### src/rtl/pcu_pkg.sv
package pcu_pkg;
  localparam logic [5:0] OP_SPECIAL = 6'd0;
  localparam logic [5:0] OP_ABSJ    = 6'd2;
  localparam logic [5:0] OP_BR_EQ   = 6'd4;
  localparam logic [5:0] OP_BR_NE   = 6'd5;
  localparam logic [5:0] FN_REGJ    = 6'd8;

  typedef enum logic [1:0] {
    NXT_SEQ = 2'd0,
    NXT_BR  = 2'd1,
    NXT_ABS = 2'd2,
    NXT_REG = 2'd3
  } nxt_sel_e;
endpackage

### src/rtl/pcu_decode.sv
module pcu_decode
  import pcu_pkg::*;
#(
  parameter int DATA_W = 32
) (
  input  logic [5:0]        opcode,
  input  logic [5:0]        funct,
  input  logic [DATA_W-1:0] src_a,
  input  logic [DATA_W-1:0] src_b,
  output nxt_sel_e          sel,
  output logic              bad_align
);
  logic operands_eq;
  logic is_regj;

  always_comb begin
    operands_eq = (src_a == src_b);
    is_regj     = (opcode == OP_SPECIAL) && (funct == FN_REGJ);
    sel         = NXT_SEQ;
    unique case (opcode)
      OP_BR_EQ:   if (operands_eq)  sel = NXT_BR;
      OP_BR_NE:   if (!operands_eq) sel = NXT_BR;
      OP_ABSJ:    sel = NXT_ABS;
      OP_SPECIAL: if (is_regj) sel = NXT_REG;
      default:    sel = NXT_SEQ;
    endcase
    bad_align = is_regj && (src_a[1:0] != 2'b00);
  end
endmodule

### src/rtl/pcu_target.sv
module pcu_target
  import pcu_pkg::*;
#(
  parameter int ADDR_W = 32,
  parameter int IMM_W  = 16,
  parameter int IDX_W  = 26
) (
  input  logic [ADDR_W-1:0] pc,
  input  logic [IMM_W-1:0]  offset,
  input  logic [IDX_W-1:0]  word_idx,
  input  logic [ADDR_W-3:0] reg_word,
  input  nxt_sel_e          sel,
  output logic [ADDR_W-1:0] pc_nxt
);
  localparam int EXT_W  = ADDR_W - IMM_W - 2;
  localparam int HIGH_W = ADDR_W - IDX_W - 2;

  logic [ADDR_W-1:0] pc_inc;
  logic [ADDR_W-1:0] br_disp;
  logic [ADDR_W-1:0] br_tgt;
  logic [ADDR_W-1:0] abs_tgt;
  logic [ADDR_W-1:0] reg_tgt;

  always_comb begin
    pc_inc  = pc + ADDR_W'(4);
    br_disp = {{EXT_W{offset[IMM_W-1]}}, offset, 2'b00};
    br_tgt  = pc_inc + br_disp;
    abs_tgt = {pc_inc[ADDR_W-1 -: HIGH_W], word_idx, 2'b00};
    reg_tgt = {reg_word, 2'b00};
    unique case (sel)
      NXT_BR:  pc_nxt = br_tgt;
      NXT_ABS: pc_nxt = abs_tgt;
      NXT_REG: pc_nxt = reg_tgt;
      default: pc_nxt = pc_inc;
    endcase
  end
endmodule

### src/rtl/pcu_reg.sv
module pcu_reg #(
  parameter int          ADDR_W    = 32,
  parameter logic [31:0] RESET_VEC = 32'h0
) (
  input  logic              clk,
  input  logic              rst_n,
  input  logic              hold,
  input  logic [ADDR_W-1:0] d,
  output logic [ADDR_W-1:0] q
);
  logic              load_en;
  logic [ADDR_W-1:0] q_d;

  always_comb begin
    load_en = !hold;
    q_d     = load_en ? d : q;
  end

  always_ff @(posedge clk or negedge rst_n) begin
    if (!rst_n) q <= RESET_VEC[ADDR_W-1:0];
    else        q <= q_d;
  end

  p_stall_hold_r2: assert property (@(posedge clk) disable iff (!rst_n)
    hold |=> $stable(q));
  p_word_aligned_r10: assert property (@(posedge clk) disable iff (!rst_n)
    q[1:0] == 2'b00);
endmodule

### src/rtl/pc_next_unit.sv
module pc_next_unit
  import pcu_pkg::*;
#(
  parameter int          ADDR_W    = 32,
  parameter logic [31:0] RESET_VEC = 32'h0
) (
  input  logic              clk,
  input  logic              rst_n,
  input  logic              stall,
  input  logic [31:0]       instr,
  input  logic [ADDR_W-1:0] rs_val,
  input  logic [ADDR_W-1:0] rt_val,
  output logic [ADDR_W-1:0] fetch_addr,
  output logic              misalign
);
  localparam int IMM_W = 16;
  localparam int IDX_W = 26;

  nxt_sel_e          sel;
  logic [ADDR_W-1:0] pc_nxt;

  pcu_decode #(.DATA_W(ADDR_W)) u_dec (
    .opcode    (instr[31:26]),
    .funct     (instr[5:0]),
    .src_a     (rs_val),
    .src_b     (rt_val),
    .sel       (sel),
    .bad_align (misalign)
  );

  pcu_target #(.ADDR_W(ADDR_W), .IMM_W(IMM_W), .IDX_W(IDX_W)) u_tgt (
    .pc       (fetch_addr),
    .offset   (instr[IMM_W-1:0]),
    .word_idx (instr[IDX_W-1:0]),
    .reg_word (rs_val[ADDR_W-1:2]),
    .sel      (sel),
    .pc_nxt   (pc_nxt)
  );

  pcu_reg #(.ADDR_W(ADDR_W), .RESET_VEC(RESET_VEC)) u_pc (
    .clk   (clk),
    .rst_n (rst_n),
    .hold  (stall),
    .d     (pc_nxt),
    .q     (fetch_addr)
  );

  p_seq_step_r3: assert property (@(posedge clk) disable iff (!rst_n)
    (!stall && sel == NXT_SEQ) |=> fetch_addr == $past(fetch_addr) + ADDR_W'(4));
  p_abs_index_r7: assert property (@(posedge clk) disable iff (!rst_n)
    (!stall && sel == NXT_ABS) |=> fetch_addr[IDX_W+1:2] == $past(instr[IDX_W-1:0]));
  p_flag_regj_r9: assert property (@(posedge clk) disable iff (!rst_n)
    misalign |-> sel == NXT_REG);
  p_regj_load_r8: assert property (@(posedge clk) disable iff (!rst_n)
    (!stall && sel == NXT_REG) |=> fetch_addr[ADDR_W-1:2] == $past(rs_val[ADDR_W-1:2]));
endmodule

### config.mk
export PLATFORM = sky130hd
export DESIGN_NAME = pc_next_unit
export DESIGN_NICKNAME = d
export VERILOG_FILES = /design/src/rtl/pcu_pkg.sv /design/src/rtl/pcu_decode.sv /design/src/rtl/pcu_target.sv /design/src/rtl/pcu_reg.sv /design/src/rtl/pc_next_unit.sv
export SDC_FILE = /design/constraint.sdc
export NUM_CORES = 1
export LEC_CHECK = 0
export ABC_AREA = 1
export BUFFER_PORTS_ARGS = -buffer_cell sky130_fd_sc_hd__buf_4
export CORE_MARGIN = 2
export CORE_UTILIZATION = 35
export CTS_CLUSTER_DIAMETER = 30
export DETAILED_ROUTE_END_ITERATION = 12
export SYNTH_ARGS = -nofsm -noshare
export SYNTH_HDL_FRONTEND = slang
export SYNTH_SLANG_ARGS = --single-unit
### constraint.sdc
create_clock -name clk -period 8.1 [get_ports clk]
set_clock_uncertainty 0.1 [all_clocks]
set_input_delay 1.215 -clock clk [delete_from_list [all_inputs] [get_ports clk]]
set_output_delay 1.215 -clock clk [all_outputs]
set_load 0.05 [all_outputs]
# Yosys cells after proc, flatten, opt, wreduce, memory -nomap -nowiden
# Index checks and enable logic that the tools add are counted.
dict set report word_totals {
  out_inout_bits 33
  in_bits 99
  reg_bits 32
  elab_cells 20
}
dict set report classes {
  eq_ne 8
  muxes 5
  reduce_logical 4
  addsub 2
}
# cell n
set op_table {}
lappend op_table {{$pmux W32 S3} 1}
lappend op_table {{$add A32 B3 Y32 const B} 1}
lappend op_table {{$add A32 B32 Y32} 1}
lappend op_table {{$eq A32 B32 Y1} 1}
lappend op_table {{$eq A6 B3 Y1 const B} 2}
lappend op_table {{$pmux W2 S4} 1}
lappend op_table {{$eq A6 B2 Y1 const B} 1}
lappend op_table {{$eq A6 B4 Y1 const B} 1}
lappend op_table {{$logic_not A6 Y1} 1}
lappend op_table {{$eq A2 B2 Y1 const B} 2}
lappend op_table {{$eq A2 B1 Y1 const B} 1}
lappend op_table {{$logic_and A1 B1 Y1} 2}
lappend op_table {{$mux W1} 2}
lappend op_table {{$mux W2} 1}
lappend op_table {{$reduce_bool A2 Y1} 1}

# Depth between registers and ports, before layout
# Gate-level depths: netlist of the first run.
dict set report logic_depth {
  ltp_word 6
  mapped_depth 23
  mapped_depth_nobuf 23
}

# Hierarchy
# A second synthesis of the first run with hierarchy kept.
dict set report hier_totals {
  hier_cells 1016
  area_unflattened_um2 5728.0
}
# module seq_area_each_um2 cells_each instances area_per_inst_um2
set by_module_without_submodules {}
lappend by_module_without_submodules {pcu_target 0.0 769 1 3852.4}
lappend by_module_without_submodules {pcu_reg 800.8 136 1 1292.5}
lappend by_module_without_submodules {pcu_decode 0.0 111 1 583.1}

# Least setup slack after synthesis of the first run
# OpenSTA, ideal clock, no wires.
dict set report synth_timing {
  path_kind {input -> output}
  start {input port instr[31]}
  end {output port misalign}
  t_arrival_ns 2.586
  path_slack_ns 4.199
  n_path_buf 1
  required_ns 6.785
  path_stages 6
  cell_sequence {nor2_1 -> nand2_1 -> nor3_2 -> nand2_1 -> clkbuf_1 -> nor2_1}
}
dict set report synth_between {
  elab_chain_len 3
}
# element line_no
set synth_lines {}
lappend synth_lines {{start: declaration} pc_next_unit.sv:10} ;# input logic [31:0] instr,
lappend synth_lines {{$logic_not A6 Y1} pcu_decode.sv:18} ;# is_regj = (opcode == OP_SPECIAL) && (funct == FN_REGJ);
lappend synth_lines {{$logic_and A1 B1 Y1} pcu_decode.sv:18}
lappend synth_lines {{$logic_and A1 B1 Y1} pcu_decode.sv:27} ;# bad_align = is_regj && (src_a[1:0] != 2'b00);
lappend synth_lines {{end: declaration} pc_next_unit.sv:14} ;# output logic misalign
# No other way between the ends.

# Final worst setup path of the first run
# Same ends and word-level chain as after synthesis.

==> results of run 1 <==
-- layer usage --
metal | track usage, % | routed length [um] | vias up
met4 | 7.46 | 625 | 0
met1 | 34.2 | 9440 | 2932
met5 | 0 | 0 | -
li1 | - | - | 3418
met2 | 42.7 | 9930 | 257
met3 | 2.87 | 1510 | 37
-- cell type report --
type | count | area (um2) | area share [%]
flip-flops and latches | 30 | 751 | 11.0
clock inverters | 1 | 5.00 | 0.0732
clock buffers | 7 | 143 | 2.09
well taps | 216 | 270 | 3.96
inverters | 160 | 601 | 8.79
repair buffers | 130 | 976 | 14.3
multi-input cells | 818 | 4090 | 59.8
-- cell usage after synthesis, types with 2 or more instances --
cell type	n	area, um2
xnor2_1	30	263
a21oi_1	47	235
inv_1	153	574
nor2_1	103	387
nand4_1	14	87.6
o21bai_1	3	22.5
nor3_1	11	55.1
or2_2	2	12.5
inv_2	5	18.8
nor3_2	3	30.0
o21ai_1	3	15.0
nor2_4	2	22.5
nand2_1	425	1600
buf_1	2	7.51
dfrtp_1	30	751
clkinv_1	2	7.51
clkbuf_1	5	18.8
o21ai_0	14	70.1
buf_4	5	37.5
xor2_1	28	245
nand3_1	62	310
a22o_1	14	123
buf_2	7	35.0
nand4_2	2	25.0
ha_1	34	425
nand3_2	2	20.0
nor2_2	5	31.3
-- power by group --
part           internal (mW)  switching (mW)  total, mW
logic                  0.287           0.560      0.847
clock network          0.122          0.0659      0.187
registers              0.185          0.0614      0.246
total                  0.594           0.688       1.28
-- cell families (layout without fill, tap and decap cells) --
group	Yosys count	in the layout	synth area share [%]
AOI/OAI and AO/OA	86	86	9.09
xor gates and xnor gates	58	58	9.16
adders and majority gates	35	35	8.03
buffers and inverters	180	298	12.8
DFF	30	30	13.5
other	1	2	0.0676
and+or+nand+nor	637	637	47.3
-- through the flow --
step	area [um2]	std cells	util [%]	power, mW	hold slack, ps
after CTS	6830	1362	43.6	1.28	462
after global placement	6690	1354	42.7	1.09	448
after global routing	6830	1362	43.6	1.39	496
after detailed placement	6690	1354	42.7	1.09	449
after floorplan	5550	1028	-	0.822	666
final	6830	1362	43.6	1.28	456
-- tightest hold or removal path, cell delays in order, from the launching register on --
cell and delay [ps]:
dfrtp_1 400, nand2_1 70, nand2_1 60
-- worst min path at each step --
stage / cells after the start / to / slack, ps
after floorplan: 2 / u_pc.q[31]$_DFFE_PN0N_ / 670
after global placement: 2 / u_pc.q[3]$_DFFE_PN0N_ / 450
after detailed placement: 2 / u_pc.q[6]$_DFFE_PN0N_ / 450
after CTS: 2 / u_pc.q[6]$_DFFE_PN0N_ / 460
after global routing: 2 / u_pc.q[6]$_DFFE_PN0N_ / 500
final: 2 / u_pc.q[6]$_DFFE_PN0N_ / 460
==> impl_metrics.toml, run 1 <==
[outcome]
run_status = "completed"

[routing]
dr.pass1.iters = 7
drt-vias-per-instance = 4.88
postRouteAntennaNets = 0
routedWlPerCell_um = 15.8
vias = 6644
drt_iter0_markers = 522
drcViolationCount = 0
wirelength_mm = 21.5

[finish]
syn_to_final_growth_pct = 23.2
final_nets = 1279
nFillCells = 1820
max_flop_register = "u_pc.q"
num_antenna_cells = 0
drive_gt1_share_pct = 14.0
final_common_cell = "nand2_1"
largest_register_ffs = 30
most-common-layout-cells = "nand2_1 (425), inv_1 (153), buf_4 (130)"
top_regs = "u_pc.q (30)"

[setup_path]
crit_chain = "buf_4 > nor2_1 > nand2_1 > nor3_2 > nand2_1 > nor2_1 > buf_4"
startpoint = "instr[31]"
crit_arrival_ps = 2530
worst-path-stages = 7
slowest_delay_ps = 350
path_delay_family = "simple AND/OR/NAND/NOR gates"
reg2reg_depth = 20
r2r_end = "u_pc.q[20]$_DFFE_PN0N_"
cp.required_ps = 6780
cpMaxStageDelayCell = "nand2_1"
regToRegSetupSlack_ps = 4390
cp-start-kind = "primary input"
path_class = "in2out"
crit_end = "misalign"
path_buf_inv = 2
r2r_start = "u_pc.q[2]$_DFFE_PN0N_"
cp-end-kind = "primary output"
cp_max_fo = 13

[synth]
yosys_warnings = 0
avgSynthCellArea_um2 = 5.40
async_flop_share_pct = 100
ys_types = 41
synth_top_flop_cell = "dfrtp_1"
synth-edff-count = 0
synth-seq-area-share_pct = 13.5
synth_seq_cells = 30
synth.cell_area_mm2 = 0.00555
syn_inst = 1027

[global_routing]
grt_pass1_wl_mm = 32.5
overflow = 0
grt_usage_pct = 25.4
antenna_found_initial = 0
grt_pass1_vias = 6095
grt_start_max_net_pins = 41

[sta]
finalHoldViolations = 0
fin_ws_ps = 4260
period_share_pct = 47.5
grt_setup_unrepaired = "false"
setup_violations = 0
slew_violations = 0
fin_setup_tns_ps = 0
slew_headroom_pct = 31.3
min_period_ps = 3840
fmax_mhz = 260
worst_pin_slew_ps = 1030

[place]
place_congestion = 0.949
io_buffers = 129
post-dp-hpwl_mm = 17.9
dpl_worst_slack_ps = 4270

[cts]
cts_hold_buf = 0
cts_root_buf = "clkbuf_16"
clock_latency_ps = 280
post-cts-setup-buffer-count = 0
clock-sinks = 30
cts.clk_slew.worst_paths_ps = 50
cts.repair.resized = 0
clockBufferDepth = 2
cts_made_buffers = 5
cts_tree = "done"
cts_htree_levels = 2

[floorplan]
die_w_um = 130
core_area_mm2 = 0.0157
die-area_mm2 = 0.0169
start_util_pct = 35.4
die_h_um = 130
num_rows = 46
pin_count = 132

[run]
drv_cap = 0

[power]
cellLeakagePower_nw = 3.90
ir_drop_v = 0.0000904
pwr_density_cell_mw_per_mm2 = 188

[hold_path]
hold_path.class = "reg2reg"
worstHoldStart = "u_pc.q[6]$_DFFE_PN0N_"
(Power assumes the default switching activity.)
==> run 2, diff against run 1 <==
clock period = 3.8 ns   (was 8.1 ns; I/O delays follow)
==> run 2 against run 1 <==
Effect of this change: global-route usage grew 0.54 points; largest cell class unchanged; power grew 120%; die area is the same; highest routed layer unchanged; hold slack lost 330 ps; sequential share of layout area shrank 0.14 points; core utilization grew 0.65 points; count of clock-buffer cells in the layout is the same.
==> impl_metrics.toml, run 2 (same netlist as run 1, synthesis figures left out) <==
[routing]
routedWlPerCell_um = 16.0
drt_iter0_markers = 592
route.met3.wl_mm = 1.41
wl_met2_mm = 10.2
wirelength_met1_mm = 9.49
vias = 6677
dr.pass1.iters = 5
wirelength_mm = 21.9
drt-vias-per-instance = 4.88
postRouteAntennaNets = 0
top_layer = "met4"
drcViolationCount = 0

[sta]
slew_headroom_pct = 44.7
setup_violations = 0
fin_ws_ps = 300
min_period_ps = 3500
fmax_mhz = 286
finalHoldViolations = 0
period_share_pct = 92.1
slew_violations = 0
worst_pin_slew_ps = 829
fin_setup_tns_ps = 0

[setup_path]
cp.required_ps = 3860
cp_max_fo = 6
path_class = "reg2reg"
cp-start-kind = "flip-flop"
crit_chain = "ha_2 > nand2_1 > inv_1 > nand2_1 > nor4_4 > xnor2_1 > inv_1 > ha_2 > nand2_1 > nor2_1 > nand2_1 > nor3_1 > nand2_1 > nand3_1 > nand2_1 > nand2_1 > inv_1 > a21oi_1 > nand2_1 > nand2_1 > nand2_1"
cpMaxStageDelayCell = "dfrtp_2"
path_delay_family = "simple AND/OR/NAND/NOR gates"
path_buf_inv = 3
cp_common_cell = "nand2_1"
crit_arrival_ps = 3570
slowest_delay_ps = 420
cp-end-kind = "flip-flop"

[global_routing]
overflow = 0
grt_pass1_vias = 6317
antenna_found_initial = 0
grt_usage_pct = 25.9
grt_start_max_net_pins = 41
grt_pass1_wl_mm = 33.2

[outcome]
run_status = "completed"

[cts]
cts_htree_levels = 2
cts.repair.resized = 0
post-cts-setup-buffer-count = 0
cts.clk_slew.worst_paths_ps = 50
cts_tree = "done"
clock-sinks = 30
clock_latency_ps = 280
clockBufferDepth = 2
cts_made_buffers = 5
cts_hold_buf = 0
cts_root_buf = "clkbuf_16"

[finish]
largest_register_ffs = 30
drive_gt1_share_pct = 15.5
syn_to_final_growth_pct = 25.0
fin_util_pct = 44.3
fin_area_mm2 = 0.00693
top_regs = "u_pc.q (30)"
instances_no_fill = 1368
most-common-layout-cells = "nand2_1 (425), inv_1 (153), buf_4 (136)"
final_common_cell = "nand2_1"
nFillCells = 1823
final_nets = 1285
num_antenna_cells = 0
max_flop_register = "u_pc.q"

[place]
io_buffers = 129
dpl_worst_slack_ps = 216
dp.cells = 1360
place_congestion = 0.963
post-dp-hpwl_mm = 18.3
dpl_cell_area_mm2 = 0.00673

[floorplan]
pin_count = 132
core_area_mm2 = 0.0157
num_rows = 46
start_util_pct = 35.4
die_w_um = 130
die_h_um = 130
die-area_mm2 = 0.0169

[hold_path]
hold_path.class = "in2async"

[run]
drv_cap = 0

[power]
ir_drop_v = 0.000214
pwr_density_cell_mw_per_mm2 = 399
cellLeakagePower_nw = 3.94
## run 2: per-stage QoR
stage          hold WS [ps]  power [mW]
6_report                128        2.77
5_1_grt                 167        3.00
4_1_cts                 152        2.76
3_5_place_dp            448        2.34
3_3_place_gp            435        2.34
2_1_floorplan           174        1.75
## run 2: path summary, 6_finish.rpt
kind                                             from                      to  slack, ps  cells past startpoint
worst max register to register  u_pc.q[2]$_DFFE_PN0N_  u_pc.q[26]$_DFFE_PN0N_        300                     21
min in group clk                u_pc.q[6]$_DFFE_PN0N_   u_pc.q[6]$_DFFE_PN0N_        460                      2
max in group asynchronous                       rst_n   u_pc.q[2]$_DFFE_PN0N_       3130                      1
worst max-delay path            u_pc.q[2]$_DFFE_PN0N_  u_pc.q[26]$_DFFE_PN0N_        300                     21
worst min register to register  u_pc.q[6]$_DFFE_PN0N_   u_pc.q[6]$_DFFE_PN0N_        460                      2
worst min-delay path                            rst_n  u_pc.q[30]$_DFFE_PN0N_        130                      1
## run 2: worst register-to-register path, stage by stage, from the launching register on
cell,delay [ps]
dfrtp_2,420
ha_2,240
nand2_1,60
inv_1,110
nand2_1,130
nor4_4,380
xnor2_1,160
inv_1,110
ha_2,400
nand2_1,90
nor2_1,200
nand2_1,120
nor3_1,140
nand2_1,130
nand3_1,90
nand2_1,50
nand2_1,60
inv_1,60
a21oi_1,120
nand2_1,80
nand2_1,60
nand2_1,70
## run 2: cell type report
type                            count  area [um2]  share of cell area [%]
Clock inverter                      1        5.00                  0.0722
Sequential cell                    30         752                    10.8
Tap cell                          216         270                    3.90
Inverter                          160         601                    8.66
Multi-Input combinational cell    818        4140                    59.7
Clock buffer                        7         143                    2.06
Timing Repair Buffer              136        1020                    14.7
## run 2: report_power, final
group	internal [mW]	switching, mW	total, mW	leakage (nW)
logic	0.627	1.22	1.85	3.48
clock network	0.259	0.146	0.405	0.0739
registers	0.394	0.122	0.517	0.389
total	1.28	1.49	2.77	3.94
## run 2: routing by layer
| metal | vias to the layer above | GRT usage, % |
|---|---|---|
| met5 | - | 0 |
| met4 | 0 | 8.86 |
| met3 | 47 | 3.12 |
| met2 | 261 | 45.4 |
| met1 | 2962 | 32.9 |
| li1 | 3407 | - |
